<file path="config.mk">
export PLATFORM = sky130hd
export DESIGN_NAME = gpio_pin_ctl
export DESIGN_NICKNAME = d
export VERILOG_FILES = /design/src/rtl/gpio_pin_pkg.sv /design/src/rtl/gpio_sync_stage.sv /design/src/rtl/gpio_trig_detect.sv /design/src/rtl/gpio_pin_ctl.sv
export SDC_FILE = /design/constraint.sdc
export NUM_CORES = 1
export LEC_CHECK = 0
export ABC_AREA = 1
export BUFFER_PORTS_ARGS = -buffer_cell sky130_fd_sc_hd__buf_4
export CAP_MARGIN = 0
export CORE_ASPECT_RATIO = 0.6
export CORE_MARGIN = 10
export CORE_UTILIZATION = 43
export CTS_BUF_LIST = sky130_fd_sc_hd__clkbuf_16
export DETAILED_ROUTE_END_ITERATION = 6
export PLACE_DENSITY = 0.88
export SETUP_SLACK_MARGIN = 0.02
export SLEW_MARGIN = 5
export SYNTH_ARGS = -nofsm -noshare
export SYNTH_HDL_FRONTEND = slang
export SYNTH_SLANG_ARGS = --single-unit
</file>
<file path="constraint.sdc">
create_clock -name clk -period 2.7 [get_ports clk]
set_input_delay 0.54 -clock clk [delete_from_list [all_inputs] [get_ports clk]]
set_output_delay 0.54 -clock clk [all_outputs]
set_load 0.005 [all_outputs]
</file>
<file path="src/rtl/gpio_pin_pkg.sv">
package gpio_pin_pkg;

   localparam int CFG_W      = 15;
   localparam int NUM_STAGES = 2;

   localparam int A_CFG  = 0;
   localparam int A_STAT = 1;
   localparam int A_DOUT = 2;
   localparam int A_DIN  = 3;

   typedef enum logic [2:0] {
      TRIG_OFF  = 3'd0,
      TRIG_RISE = 3'd1,
      TRIG_FALL = 3'd2,
      TRIG_BOTH = 3'd3,
      TRIG_LOW  = 3'd4,
      TRIG_HIGH = 3'd5,
      TRIG_RSV6 = 3'd6,
      TRIG_RSV7 = 3'd7
   } trig_e;

   typedef enum logic [1:0] {
      STG_BYPASS   = 2'd0,
      STG_FALL     = 2'd1,
      STG_RISE     = 2'd2,
      STG_RISE_ALT = 2'd3
   } stg_e;

   typedef struct packed {
      logic       nmi_en;   // 14
      logic       cpu_en;   // 13
      logic [3:0] rsvd_b;   // 12:9
      logic       wake_en;  // 8
      stg_e       stg2;     // 7:6
      stg_e       stg1;     // 5:4
      logic       od_sel;   // 3
      trig_e      trig;     // 2:0
   } cfg_t;

   localparam logic [CFG_W-1:0] CFG_WMASK = 15'h61FF;

endpackage

</file>
<file path="src/rtl/gpio_sync_stage.sv">
module gpio_sync_stage
   import gpio_pin_pkg::*;
(
   input  logic clk,
   input  logic rst_n,
   input  stg_e mode,
   input  logic d,
   output logic q
);

   logic q_rise;
   logic q_fall;

   always_ff @(posedge clk or negedge rst_n) begin
      if (!rst_n) q_rise <= 1'b0;
      else        q_rise <= d;
   end

   always_ff @(negedge clk or negedge rst_n) begin
      if (!rst_n) q_fall <= 1'b0;
      else        q_fall <= d;
   end

   always_comb begin
      unique case (mode)
         STG_BYPASS: q = d;
         STG_FALL:   q = q_fall;
         default:    q = q_rise;
      endcase
   end

endmodule

</file>
<file path="src/rtl/gpio_trig_detect.sv">
module gpio_trig_detect
   import gpio_pin_pkg::*;
(
   input  logic  clk,
   input  logic  rst_n,
   input  trig_e trig,
   input  logic  s,
   input  logic  clr,
   output logic  pend,
   output logic  lvl_hit
);

   logic prev_q;
   logic sticky_q;
   logic is_edge;
   logic edge_hit;

   always_ff @(posedge clk or negedge rst_n) begin
      if (!rst_n) prev_q <= 1'b0;
      else        prev_q <= s;
   end

   always_comb begin
      is_edge  = 1'b0;
      edge_hit = 1'b0;
      lvl_hit  = 1'b0;
      unique case (trig)
         TRIG_RISE: begin is_edge = 1'b1; edge_hit = s & ~prev_q; end
         TRIG_FALL: begin is_edge = 1'b1; edge_hit = ~s & prev_q; end
         TRIG_BOTH: begin is_edge = 1'b1; edge_hit = s ^ prev_q;  end
         TRIG_LOW:  lvl_hit = ~s;
         TRIG_HIGH: lvl_hit = s;
         default:   ;
      endcase
   end

   // a set in the same cycle as a clear wins
   always_ff @(posedge clk or negedge rst_n) begin
      if (!rst_n)        sticky_q <= 1'b0;
      else if (edge_hit) sticky_q <= 1'b1;
      else if (clr)      sticky_q <= 1'b0;
   end

   assign pend = is_edge ? sticky_q : lvl_hit;

   a_r6_sticky_holds: assert property (@(posedge clk) disable iff (!rst_n)
      (sticky_q && !clr) |=> sticky_q);

   a_r2_any_change_latches: assert property (@(posedge clk) disable iff (!rst_n)
      (trig == TRIG_BOTH && s != prev_q) |=> sticky_q);

   a_r3_level_no_latch: assert property (@(posedge clk) disable iff (!rst_n)
      (trig == TRIG_HIGH) |-> (pend == s));

endmodule

</file>
<file path="src/rtl/gpio_pin_ctl.sv">
module gpio_pin_ctl
   import gpio_pin_pkg::*;
#(
   parameter int REG_W  = 32,
   parameter int ADDR_W = 2
) (
   input  logic              clk,
   input  logic              rst_n,
   input  logic              reg_wr,
   input  logic [ADDR_W-1:0] reg_addr,
   input  logic [REG_W-1:0]  reg_wdata,
   output logic [REG_W-1:0]  reg_rdata,
   input  logic              pad_in,
   output logic              pad_out,
   output logic              pad_oe,
   output logic              irq_cpu,
   output logic              irq_nmi,
   input  logic              sleep_light,
   output logic              wake_req
);

   localparam logic [ADDR_W-1:0] AD_CFG  = ADDR_W'(A_CFG);
   localparam logic [ADDR_W-1:0] AD_STAT = ADDR_W'(A_STAT);
   localparam logic [ADDR_W-1:0] AD_DOUT = ADDR_W'(A_DOUT);
   localparam logic [ADDR_W-1:0] AD_DIN  = ADDR_W'(A_DIN);

   generate
      if (REG_W <= CFG_W) begin : g_bad_reg_w
         $error("REG_W must exceed the configuration width");
      end
      if (ADDR_W < 2) begin : g_bad_addr_w
         $error("ADDR_W must be at least 2");
      end
   endgenerate

   cfg_t cfg_q;
   logic dout_q;
   logic clr_stat;
   logic pend;
   logic lvl_hit;
   logic sync_in;
   logic unused_bits;

   // register writes
   always_ff @(posedge clk or negedge rst_n) begin
      if (!rst_n) begin
         cfg_q  <= '0;
         dout_q <= 1'b0;
      end else if (reg_wr) begin
         if (reg_addr == AD_CFG)  cfg_q  <= cfg_t'(reg_wdata[CFG_W-1:0] & CFG_WMASK);
         if (reg_addr == AD_DOUT) dout_q <= reg_wdata[0];
      end
   end

   assign clr_stat    = reg_wr && (reg_addr == AD_STAT) && reg_wdata[0];
   assign unused_bits = ^{reg_wdata[REG_W-1:CFG_W], cfg_q.rsvd_b};

   // cascaded synchronizer stages
   logic [NUM_STAGES:0]  chain;
   stg_e                 stg_mode [NUM_STAGES];

   assign stg_mode[0] = cfg_q.stg1;
   assign stg_mode[1] = cfg_q.stg2;
   assign chain[0]    = pad_in;

   generate
      for (genvar i = 0; i < NUM_STAGES; i++) begin : g_stage
         gpio_sync_stage u_stage (
            .clk   (clk),
            .rst_n (rst_n),
            .mode  (stg_mode[i]),
            .d     (chain[i]),
            .q     (chain[i+1])
         );
      end
   endgenerate

   assign sync_in = chain[NUM_STAGES];

   gpio_trig_detect u_detect (
      .clk     (clk),
      .rst_n   (rst_n),
      .trig    (cfg_q.trig),
      .s       (sync_in),
      .clr     (clr_stat),
      .pend    (pend),
      .lvl_hit (lvl_hit)
   );

   assign irq_cpu  = pend & cfg_q.cpu_en;
   assign irq_nmi  = pend & cfg_q.nmi_en;
   assign wake_req = cfg_q.wake_en & sleep_light & lvl_hit;

   // output driver
   always_comb begin
      if (cfg_q.od_sel) begin
         pad_out = 1'b0;
         pad_oe  = ~dout_q;
      end else begin
         pad_out = dout_q;
         pad_oe  = 1'b1;
      end
   end

   // read port
   always_comb begin
      reg_rdata = '0;
      unique case (reg_addr)
         AD_CFG:  reg_rdata[CFG_W-1:0] = cfg_q;
         AD_STAT: reg_rdata[0] = pend;
         AD_DOUT: reg_rdata[0] = dout_q;
         AD_DIN:  reg_rdata[0] = sync_in;
         default: ;
      endcase
   end

   a_r10_wake_gated: assert property (@(posedge clk) disable iff (!rst_n)
      wake_req |-> (sleep_light && cfg_q.wake_en));

   a_r5_nmi_routed: assert property (@(posedge clk) disable iff (!rst_n)
      irq_nmi |-> cfg_q.nmi_en);

   a_r4_off_quiet: assert property (@(posedge clk) disable iff (!rst_n)
      (cfg_q.trig inside {TRIG_OFF, TRIG_RSV6, TRIG_RSV7}) |-> (!irq_cpu && !irq_nmi));

   a_r7_od_never_high: assert property (@(posedge clk) disable iff (!rst_n)
      (cfg_q.od_sel && pad_oe) |-> !pad_out);

   a_r8_pp_enabled: assert property (@(posedge clk) disable iff (!rst_n)
      !cfg_q.od_sel |-> pad_oe);

endmodule

</file>
Yosys cells after proc, flatten, opt, wreduce, memory -nomap -nowiden
Index checks and enable logic that the tools add are counted. W data, S select, Z words.

Input bits: 39. Logic and storage cells: 55. Flip-flop bits (word level): 18. Output and inout bits: 37.

Bitwise operators: 10. Muxes and demuxes: 12. Equality and inequality tests: 10. Reduce and logical (&&, ||, !) cells: 9.

Operator list (count): $mux W14 (1); $and A1 B1 Y1 (6); $eq A2 B1 Y1 const B (3); $eq A3 B2 Y1 const B (2); $eq A3 B3 Y1 const B (2); $logic_not A2 Y1 (3); $mux W1 (6); $pmux W1 S2 (3); $eq A2 B2 Y1 const B (2); $pmux W1 S4 (1); $reduce_and A2 Y1 (2); $eq A3 B1 Y1 const B (1); $not A1 Y1 (3); $pmux W1 S3 (1); $reduce_or A3 Y1 (1); $logic_and A1 B1 Y1 (2); $reduce_bool A2 Y1 (1); $xor A1 B1 Y1 (1).

Logic depth before layout (Yosys ltp)
Gate-level depths: netlist (run 1).

Depth after elaboration: 7. Depth in mapped cells: 11. Depth with buffers taken out: 11.

By module
A second synthesis (run 1) with hierarchy kept.

Cells, all modules: 161. Area, all modules: 1138.6 µm².

Modules (own cells, without submodules): gpio_pin_ctl (sequential area each 300.3 µm², area each 820.8 µm², instances 1, cells an instance 118); gpio_trig_detect (sequential area each 50.0 µm², area each 167.7 µm², instances 1, cells an instance 27); gpio_sync_stage (sequential area each 50.0 µm², area each 75.1 µm², instances 2, cells an instance 8).

==> results, run 1 <==
- The run finished, with violations left.
- The final reports fail on negative setup slack.
- 0 antenna diodes ended up in the layout.
- The largest single stage delay on the critical path is 380 ps.
- The peak supply drop is about 420 µV.
- In this run the worst setup path terminates at reg_rdata[0].
- Summed over all layers, the global routing overflow is 0.
- The number of standard-cell rows in the floorplan is 13.
- The critical path goes through nand2_1 > nand3_2 > nand3_4 > nand4_1 > nand3_4 > nand2_2 > nand3_2 > buf_6.
- The floorplan step set the die width to ~85 µm.
- The TritonCTS buffer count is 3.
- The setup check on the worst reg-to-reg path leaves a slack of -110 ps.
- The number of remaining DRC errors is 0.
- Dividing the detail-routed wire length by the instance count gives 13.4 µm.
- TritonCTS built the clock tree.
- The worst hold-check path type is primary input to async pin.
- The routed layout has roughly 920 vias.
- The number of global-route vias before repair is 910.
- The cell area after synthesis is 1080 µm².
- Fill cells in the final layout number 196.
- In this run the standard cell core region covers 2280 µm².
- Along the worst path, the maximum fanout reaches 3.
- The share of the yosys chip area belonging to registers is 0.419.
- The total number of yosys warnings is 0.
- The number of failing setup endpoints in the final timing report is 5.
- The gate count of the mapped netlist is roughly 140.
- The standard cell area after detailed placement is 1280 µm².
- Measured along the y axis, the die boundary spans 58.8 µm.
- The CTS sink count is 18.
- Across all setup checks in the final design, the least slack found is -585 ps.
- During I/O placement, the number of pins put on the boundary was 76.
- The pin count of the biggest net entering global routing is 23.
- CTS built an H-tree with a depth of 1.
- The register bit count reported by yosys is 18.
- The endpoint class of the critical path is an output port.
- The number of library cell types mapped by synthesis is 21.
- The finished cells cover approximately 1400 µm².
- The first-pass GRT wire length is between 4 and 5 mm.
- At the later pin of the worst-skew pair, clock insertion delay measures 280 ps.
- Tracing the worst setup path back leads to its startpoint at g_stage[0].u_stage.q_fall$_DFF_NN0_.
- The category of the critical setup timing path is flip-flop to output port.
- The post-CTS clock slew at the launch and capture registers of the worst setup and hold paths is 50 ps.
- The pre-antenna-repair detailed-routing pass consisted of 5 iterations.
- Once detail routing completed, the nets flagged for antenna violations numbered 0.
- The worst register-to-register path begins at g_stage[0].u_stage.q_fall$_DFF_NN0_.
- At the pin with the least slew margin, the transition time is 683 ps.
- The worst register-to-register path ends at u_detect.sticky_q$_DFFE_PN0P_.
- The initial antenna violation count is 0.
- The tool flagged a number of max-cap violations equal to 0.
- The standby leakage power is just under 0.8 nW.
- The master cell of the clock root buffer is clkbuf_16.
- The final worst clock skew is around 33 ps.
- The area growth from synthesis to final layout is 33.0%.
- The worst setup path is launched from a flip-flop.
- On the final layout, the worst hold slack is 147 ps.
- Routability-driven placement finished with a final weighted congestion of 0.760.
- The power density over the cells is 656 nW/µm².
- The via density per instance is 4.51.
- The path depth of the worst reg2reg path is 9.
- Data arrives at the worst endpoint at 2740 ps.
- Setup repair after global routing could not meet its margin everywhere.
- The floorplan die area is approximately 5000 µm².
- The net count of the finished layout is 216.
- The effective utilization at floorplan is 0.473.
- The sum of net half-perimeters after detailed placement is 2.07 mm.
- The worst slew slack as a fraction of its limit is 0.544.
- The total of buffers placed on input and output ports is 33.
- Summed over all layers, the routed wires come to between 2 and 3 mm.
- The count of routing violations after the opening detailed-route iteration is 47.
- The worst-path cell with the longest stage delay is dfrtn_1.
- The aggregate global-route resource usage is 0.102.
- Counting along the longest clock path gives a buffer depth of 2.
- The average size of a mapped cell is 7.80 µm².
- The required time reported for the critical path endpoint is 2160 ps.
- The proportion of layout cells with a drive suffix above 1 is 0.299.
- The number of failing hold endpoints at the final stage was 0.
- The final max-slew violation count is 0.
[cells in the mapped netlist (all sizes together)]
library cell | number | share of area
a21oi | 12 | 0.056
a31oi | 1 | 0.0058
buf | 23 | 0.16
clkinv | 1 | 0.0035
conb | 1 | 0.0035
dfrtn | 2 | 0.047
dfrtp | 16 | 0.37
ha | 2 | 0.023
inv | 19 | 0.066
nand2 | 19 | 0.071
nand3 | 9 | 0.067
nand4 | 1 | 0.0058
nor2 | 25 | 0.087
nor3 | 1 | 0.0046
o21ai | 5 | 0.023
or2 | 1 | 0.0081
[where the power goes]
part / internal [W] / leakage, nW / switching [W]
clock: 0.000197 / 0.0385 / 0.000105
sequential: 0.000318 / 0.202 / 0.0000310
combinational: 0.000135 / 0.553 / 0.000154
total: 0.000650 / 0.794 / 0.000290
[state kept, by name (all words and copies together), names as in the netlist]
register and cells:
g_stage.u_stage.q_rise 2, u_detect.sticky_q 1, cfg_q 11, u_detect.prev_q 1, g_stage.u_stage.q_fall 2, dout_q 1
[cell families (layout without fill, tap and decap cells)]
logic type | count (synthesis) | in the layout | share of synthesized area
simple gates | 56 | 56 | 0.244
other cells | 1 | 21 | 0.00349
compound gates | 18 | 18 | 0.0849
flops | 18 | 18 | 0.419
fa+ha+maj | 2 | 2 | 0.0233
buf+inv | 43 | 59 | 0.226
[worst max-delay path: cells and delay by family (launching register included)]
kind,cells,cell delay [ps]
buf+inv,1,120
flops,1,380
simple gates,7,610
[per-stage QoR]
step                      setup WS [ps]  total power (W)   util  TNS [ps]  cells
after floorplan                    -105         0.000506      -      -398    158
after detailed placement           -322         0.000590  0.563     -1270    199
final                              -585         0.000940  0.629     -2320    204
after global routing               -679         0.000993  0.629     -2750    204
after global placement             -296         0.000582  0.563     -1150    199
after CTS                          -615         0.000919  0.615     -2350    205
[cells in the final DEF, fill, tap and decap left out]
cell type and n:
a21oi_1 12, a31oi_1 1, buf_4 31, buf_6 4, clkbuf_16 3, clkinv_1 2, conb_1 21, dfrtn_1 2
dfrtp_1 16, ha_4 2, inv_1 16, inv_2 3, nand2_1 17, nand2_2 1, nand2_4 1, nand3_1 4
nand3_2 2, nand3_4 3, nand4_1 1, nor2_1 25, nor3_1 1, o21ai_0 3, o21ai_1 1, o21ai_2 1
or2_4 1
[metal layers]
| layer | vias up | track usage | share of wire |
|---|---|---|---|
| met5 | - | 0 | 0 |
| met4 | 0 | 0.0210 | 0.011 |
| met3 | 5 | 0.0536 | 0.078 |
| met2 | 29 | 0.179 | 0.52 |
| met1 | 432 | 0.108 | 0.39 |
| li1 | 455 | - | - |
[layout make-up]
| class | instances | area, µm² | share of cell area |
|---|---|---|---|
| multi-input cells | 97 | 512 | 0.358 |
| flip-flops and latches | 18 | 450 | 0.315 |
| repair buffers | 35 | 278 | 0.194 |
| clock buffers | 3 | 75.1 | 0.0524 |
| inverters | 20 | 75.1 | 0.0524 |
| well taps | 30 | 37.5 | 0.0262 |
| clock inverters | 1 | 3.75 | 0.00262 |
[how the worst min path moves through the flow]
stage	cells after the start	slack, ps	endpoint	startpoint
after global placement	1	420	cfg_q[4]$_DFFE_PN0P_	rst_n
after CTS	1	150	u_detect.sticky_q$_DFFE_PN0P_	rst_n
after global routing	1	160	cfg_q[6]$_DFFE_PN0P_	rst_n
final	1	150	dout_q$_DFFE_PN0P_	rst_n
after detailed placement	1	420	cfg_q[4]$_DFFE_PN0P_	rst_n
after floorplan	0	240	cfg_q[0]$_DFFE_PN0P_	rst_n
[repair_timing]
item / in CTS / in global routing
hold buffers: 0 / 0
setup endpoints to repair: 5 / 5
buffers inserted: 2 / 1
gates resized for setup: 8 / 7
endpoints found under the hold margin: 0 / 0
pin swaps: 4 / 4
No activity file was read; power rests on OpenSTA's default activity.
==> run 2, diff against run 1 <==
--- a/config.mk
+++ b/config.mk
@@ -10,10 +10,10 @@
 export CAP_MARGIN = 0
 export CORE_ASPECT_RATIO = 0.6
 export CORE_MARGIN = 10
-export CORE_UTILIZATION = 43
+export CORE_UTILIZATION = 36
 export CTS_BUF_LIST = sky130_fd_sc_hd__clkbuf_16
 export DETAILED_ROUTE_END_ITERATION = 6
-export PLACE_DENSITY = 0.88
+export PLACE_DENSITY = 0.79
 export SETUP_SLACK_MARGIN = 0.02
 export SLEW_MARGIN = 5
 export SYNTH_ARGS = -nofsm -noshare
==> constraint.sdc (replaced) <==
create_clock -name clk -period 2.89 [get_ports clk]
set_input_delay 0.578 -clock clk [delete_from_list [all_inputs] [get_ports clk]]
set_output_delay 0.578 -clock clk [all_outputs]
set_load 0.005 [all_outputs]
==> results, run 2 (synthesis results as in run 1) <==
- The clock tree from TritonCTS is yes.
- The height of the die was 62.4 µm (+6.1%).
- The number of levels the H-tree was split into is 1 (unchanged).
- The standard cell area after detailed placement is 1300 µm² (+1.2%).
- The standby leakage power is 0.782 nW (-1.4%).
- The CTS sink count came to 18 (unchanged).
- The effective utilization at floorplan is 0.375 (-0.0978).
- The first-pass GRT wire length is 4.47 mm (+6.1%).
- The number of iterations in the first detailed-routing pass is 4 (-1).
- Setup repair after global routing could not meet its margin everywhere.
- The tree is rooted in a clkbuf_16.
- The flip-flop count of the largest register after layout is 11 (unchanged).
- The routed length on met3 is 240 µm (+13%).
- The hold buffer count at cts is 0 (unchanged).
- The final instance area came to 1420 µm² (-1.0%).
- The reg-to-reg critical path endpoint is u_detect.sticky_q$_DFFE_PN0P_.
- The peak fanout along the critical path is 3 (unchanged).
- The power density over the cells is 602 nW/µm² (-8.2%).
- The highest layer used for signal routing is met4.
- The final weighted congestion in routability-driven placement is 0.821 (+7.9%).
- The count of routing violations after the opening detailed-route iteration is 57 (+21%).
- The termination of the worst setup path is reg_rdata[0].
- The peak supply drop is 295 µV (-30%).
- The worst setup path is of the flip-flop to output port kind.
- The number of diodes was 0 (unchanged).
- The core footprint is 2870 µm² (+26%).
- The worst slew slack as a fraction of its limit is 0.545 (+0.00182).
- The sum of met2 wire segment lengths after detailed routing is 1.32 mm (-7.2%).
- The number of global-route vias before repair is 921 (+1.2%).
- The path depth of the worst reg2reg path was 10 (+1).
- The final cell count without fillers was 216 (+5.9%).
- The aggregate global-route resource usage is 0.0978 (-0.00395).
- The minimum setup slack after placement is -262 ps (+59.5 ps).
- The worst hold-check path type is primary input to async pin.
- The sum of net half-perimeters after detailed placement is 2.23 mm (+7.4%).
- The number of failing setup endpoints in the final timing report is 5 (unchanged).
- The worst setup path is launched from a flip-flop.
- The sum of overflow across all layers after global routing is 0 (unchanged).
- The via density per instance was 4.00 (-12%).
- The number of routed nets with antenna violations was 0 (unchanged).
- The run finished, with violations left.
- The proportion of layout cells with a drive suffix above 1 is 0.299 (unchanged).
- The number of remaining DRC errors was 0 (unchanged).
- The transition time at the pin with the least slew margin is 680 ps (-2.72 ps).
- The area growth from synthesis to final layout is 31.6%.
- The floorplan die area came to 5650 µm² (+14%).
- The number of nets in the layout is 216 (unchanged).
- The detailed-route via count was 863 (-6.3%).
- The checks that failed: negative setup slack.
- The clock insertion delay at the later pin of the skew report is 280 ps (about the same).
- Tracing the worst setup path back leads to its startpoint at g_stage[0].u_stage.q_fall$_DFF_NN0_.
- The total length of routed wires is 2.73 mm (+0.11%).
- The final worst clock skew was 31.2 ps (-2.15 ps).
- Leaving out fill and tap cells, the most frequent cells in the layout are 32 x buf_4, 25 x nor2_1, 21 x conb_1.
- The required time reported for the critical path endpoint is 2310 ps (+150 ps).
- Counting flops per register, the top entry is cfg_q.
- The TritonCTS buffer count is 3 (unchanged).
- The critical path arrival is 2860 ps (+120 ps).
- The worst setup slack after layout is -545 ps (+39.3 ps).
- The total of max-cap violations was 0 (unchanged).
- The instance count after placement with tap cells included is 211 (+6.0%).
- The routed length on met1 came to 1.17 mm (+9.5%).
- The final routed wire length divided by cell count is 12.6 µm (-5.5%).
- The initial antenna violation count is 0 (unchanged).
- The final max-slew violation count was 0 (unchanged).
- The number of failing hold endpoints at the final stage is 0 (unchanged).
- STA classifies the critical path endpoint as an output port.
- The register-to-register setup slack is -30 ps (+80 ps).
- In the final layout, the registers with the most flip-flops are cfg_q: 11 flops, g_stage.u_stage.q_fall: 2 flops, g_stage.u_stage.q_rise: 2 flops.
- The number of buffers on the longest clock path is 2 (unchanged).
- The startpoint of the worst register-to-register path is g_stage[0].u_stage.q_fall$_DFF_NN0_.
- The number of fill cells came to 304 (+55%).
- The number of standard-cell rows in the floorplan is 15 (+2).
- The total of buffers placed on input and output ports is 33 (unchanged).
- The width of the die was 90.6 µm (+7.1%).
- The pin count of the biggest net entering global routing came to 23 (unchanged).
- The number of primary I/O pins is 76 (unchanged).
- Leaving out fill and tap cells, the most frequent cell in the layout is buf_4.
- The post-CTS clock slew at the launch and capture registers of the worst setup and hold paths is 50 ps (about the same).
run 2: cell counts in the layout (fill, tap and decap cells not counted):
No cell type changed its count.
run 2: final cells by class:
type | instances | area [µm²] | share of cell area
Clock buffer | 3 | 75.1 | 0.0530
Clock inverter | 1 | 3.75 | 0.00265
Inverter | 20 | 77.6 | 0.0548
Multi-Input combinational cell | 97 | 483 | 0.341
Sequential cell | 18 | 450 | 0.318
Tap cell | 42 | 52.6 | 0.0371
Timing Repair Buffer | 35 | 274 | 0.193
run 2: layer usage:
metal,global-route usage,vias up
met5,0,-
met4,0.0237,0
met3,0.0588,2
met2,0.157,28
met1,0.108,370
li1,-,463
run 2: where the power goes:
group	internal [W]	switching, W
registers	0.000297	0.0000288
logic	0.000118	0.000135
clock network	0.000184	0.0000906
total	0.000599	0.000255
run 2: how the worst min path moves through the flow:
stage,from,end,slack (ps)
finish,rst_n,u_detect.prev_q$_DFF_PN0_,190
global route,rst_n,cfg_q[2]$_DFFE_PN0P_,200
CTS,rst_n,cfg_q[2]$_DFFE_PN0P_,200
detailed placement,rst_n,cfg_q[2]$_DFFE_PN0P_,460
global placement,rst_n,cfg_q[7]$_DFFE_PN0P_,460
floorplan,rst_n,cfg_q[0]$_DFFE_PN0P_,280
run 2: through the flow:
stage	power (W)	setup TNS (ps)	utilization	hold slack (ps)
5_1_grt	0.000918	-2460	0.493	201
2_1_floorplan	0.000472	-147	-	282
4_1_cts	0.000851	-2160	0.484	197
3_5_place_dp	0.000558	-1040	0.451	463
3_3_place_gp	0.000547	-908	0.451	459
6_report	0.000853	-2150	0.493	195
run 2: timing repair:
item	CTS	global route
gates resized for setup	6	5
pin swaps	2	3
setup buffers	0	1
setup endpoints to repair	5	5
run 2: critical path, stage by stage (launching register included):
cell and delay [ps]:
dfrtn_1 380, nand2_1 50, nand3_2 70, nand3_2 100
nand4_1 130, nand3_2 140, nand2_2 80, nand3_2 60
buf_6 120
==> run 3, diff against run 2 <==
--- a/config.mk
+++ b/config.mk
@@ -11,7 +11,6 @@
 export CORE_ASPECT_RATIO = 0.6
 export CORE_MARGIN = 10
 export CORE_UTILIZATION = 36
-export CTS_BUF_LIST = sky130_fd_sc_hd__clkbuf_16
 export DETAILED_ROUTE_END_ITERATION = 6
 export PLACE_DENSITY = 0.79
 export SETUP_SLACK_MARGIN = 0.02
==> results, run 3 (synthesis results as in run 1) <==
- The final cell count without fillers came to 216 (unchanged).
- The required time reported for the critical path endpoint is 2310 ps (about the same).
- The gate family responsible for the most delay along the worst path is simple AND/OR/NAND/NOR gates.
- The worst slew slack as a fraction of its limit came to 0.546 (+0.000683).
- The number of diodes came to 0 (unchanged).
- The path depth of the worst reg2reg path was 10 (unchanged).
- The internal power contribution is 0.000535 W (-11%).
- The via density per instance is 4.03 (+0.93%).
- The number of levels the H-tree was split into is 1 (unchanged).
- The number of failing setup endpoints in the final timing report is 5 (unchanged).
- The share of power burned in the clock network is 0.260 (-0.062).
- The sum of overflow across all layers after global routing is 0 (unchanged).
- The hold buffer count at cts was 0 (unchanged).
- The startpoint of the worst register-to-register path is g_stage[0].u_stage.q_fall$_DFF_NN0_.
- The switching fraction of total power is 0.314 (+0.0159).
- The sequential cell fraction of total power was 0.417 (+0.035).
- The count of routing violations after the opening detailed-route iteration is 54 (-5.3%).
- Leaving out fill and tap cells, the most frequent cells in the layout are 32 x buf_4, 25 x nor2_1, 21 x conb_1.
- The height of the die is 62.4 µm (unchanged).
- The tightest min-delay check is of the primary input to async pin type.
- The aggregate global-route resource usage is 0.0953 (-0.00249).
- The biggest cell delay along the critical path came to 380 ps (about the same).
- The post-CTS clock slew at the launch and capture registers of the worst setup and hold paths is 70 ps (+20 ps).
- Setup repair after global routing could not meet its margin everywhere.
- The initial antenna violation count is 0 (unchanged).
- The clock insertion delay at the later pin of the skew report is 270 ps (about the same).
- The final weighted congestion in routability-driven placement is 0.821 (unchanged).
- TritonCTS built the clock tree.
- The number of nets in the layout came to 216 (unchanged).
- The leading cell type in the layout, fill and taps excluded is buf_4.
- The number of remaining DRC errors was 0 (unchanged).
- The worst setup slack after layout was -535 ps (+10.6 ps).
- The final worst clock skew is 16.9 ps (-14.4 ps).
- The switching power total is 0.000245 W (-3.7%).
- The detailed-route via count is 871 (+0.93%).
- The final reports fail on negative setup slack.
- The number of failing hold endpoints at the final stage came to 0 (unchanged).
- Counting flops per register, the top entry is cfg_q.
- The number of primary I/O pins is 76 (unchanged).
- The standby leakage power is 0.773 nW (-1.2%).
- The core footprint is 2870 µm² (unchanged).
- The effective utilization at floorplan was 0.375 (unchanged).
- The total area of sequential cells is 450 µm² (unchanged).
- The area growth from synthesis to final layout is 29.4%.
- The critical path arrival is 2850 ps (about the same).
- The endpoint class of the critical path is an output port.
- The flip-flop count of the largest register after layout was 11 (unchanged).
- The number of iterations in the first detailed-routing pass is 4 (unchanged).
- Tracing the worst setup path back leads to its startpoint at g_stage[0].u_stage.q_fall$_DFF_NN0_.
- The transition time at the pin with the least slew margin is 679 ps (-1.02 ps).
- The worst hold margin came to 185 ps (-9.49 ps).
- The final routed wire length divided by cell count is 12.6 µm (-0.15%).
- The proportion of layout cells with a drive suffix above 1 is 0.305 (+0.00575).
- The largest registers in the layout are cfg_q: 11 flops, g_stage.u_stage.q_fall: 2 flops, g_stage.u_stage.q_rise: 2 flops.
- The setup path with the least slack is of type flip-flop to output port.
- The total of buffers placed on input and output ports is 33 (unchanged).
- The total length of routed wires is 2.73 mm (-0.15%).
- The area of the multi-input gates is 483 µm² (unchanged).
- The register-to-register setup slack is -10 ps (+20 ps).
- The number of routed nets with antenna violations is 0 (unchanged).
- The number of fill cells is 303 (-0.33%).
- The CTS sink count came to 18 (unchanged).
- The combined buffer and inverter count along the critical path came to 1 (unchanged).
- The peak supply drop is 252 µV (-15%).
- The number of buffers on the longest clock path is 2 (unchanged).
- The number of global-route vias before repair came to 923 (+0.22%).
- The number of standard-cell rows in the floorplan is 15 (unchanged).
- The type of origin of the critical path is a flip-flop.
- The sum of net half-perimeters after detailed placement is 2.23 mm (unchanged).
- The worst-path cell with the longest stage delay is dfrtn_1.
- The peak fanout along the critical path is 3 (unchanged).
- Walking the worst path, the cells encountered are nand2_1 > nand3_2 > nand3_2 > nand4_1 > nand3_2 > nand2_2 > nand3_2 > buf_6.
- The width of the die is 90.6 µm (unchanged).
- The final max-slew violation count was 0 (unchanged).
- The first-pass GRT wire length is 4.44 mm (-0.63%).
- The critical path's most frequent cell is nand3_2.
- Clock tree synthesis selected as its root buffer the cell clkbuf_8.
- The combinational fraction of design power was 0.323 (+0.027).
- The flow ran to the end, but the final reports show violations.
- The pin count of the biggest net entering global routing was 23 (unchanged).
- The instance count after placement with tap cells included is 211 (unchanged).
- The floorplan die area is 5650 µm² (unchanged).
- The total of max-cap violations came to 0 (unchanged).
- The power density over the cells was 560 nW/µm² (-7.0%).
- The endpoint identified for the worst register-to-register timing path is u_detect.sticky_q$_DFFE_PN0P_.
- The TritonCTS buffer count was 3 (unchanged).
==> run 3: per-stage QoR <==
step | instance area (µm²) | setup TNS [ps] | power (W) | setup WS (ps) | utilization
final | 1390 | -2090 | 0.000780 | -535 | 0.485
after detailed placement | 1300 | -1040 | 0.000558 | -262 | 0.451
after floorplan | 1160 | -147 | 0.000472 | -47.5 | -
after CTS | 1370 | -2110 | 0.000777 | -546 | 0.475
after global routing | 1390 | -2390 | 0.000841 | -599 | 0.485
after global placement | 1300 | -908 | 0.000547 | -239 | 0.451
==> run 3: power by group through the flow <==
stage / registers (W) / clock network, W / logic [W]
detailed placement: 0.000328 / 0 / 0.000230
finish: 0.000326 / 0.000203 / 0.000252
floorplan: 0.000320 / 0 / 0.000153
global placement: 0.000325 / 0 / 0.000222
CTS: 0.000323 / 0.000212 / 0.000242
global route: 0.000330 / 0.000226 / 0.000285
==> run 3: final cells by class <==
| class | count | area share |
|---|---|---|
| inverters | 20 | 0.0557 |
| multi-input cells | 97 | 0.347 |
| well taps | 42 | 0.0377 |
| clock buffers | 4 | 0.0395 |
| flip-flops and latches | 18 | 0.323 |
| repair buffers | 35 | 0.197 |
==> run 3: metal layers <==
layer  track usage  vias up  wire, µm
li1              -      460         -
met1         0.109      380      1150
met2         0.155       29      1320
met3        0.0552        2       249
met4        0.0119        0         8
met5             0        -         0
==> run 3: how the worst max path moves through the flow <==
stage / to / cells past startpoint
finish: reg_rdata[0] / 8
global route: irq_cpu / 9
CTS: reg_rdata[0] / 8
detailed placement: reg_rdata[0] / 8
global placement: reg_rdata[0] / 8
floorplan: reg_rdata[0] / 8
==> run 3: what timing repair did <==
item                                    CTS  global route
setup buffers                             0             1
resized for setup                         6             5
endpoints found under the setup margin    5             5
pin swaps                                 2             3
==> run 3: worst reg2reg max path, delay by kind of cell (launching register included) <==
kind / cells / cell delay [ps]
compound gates: 4 / 430
flops: 1 / 380
simple gates: 4 / 320
fa+ha+maj: 1 / 150
buf+inv: 1 / 50
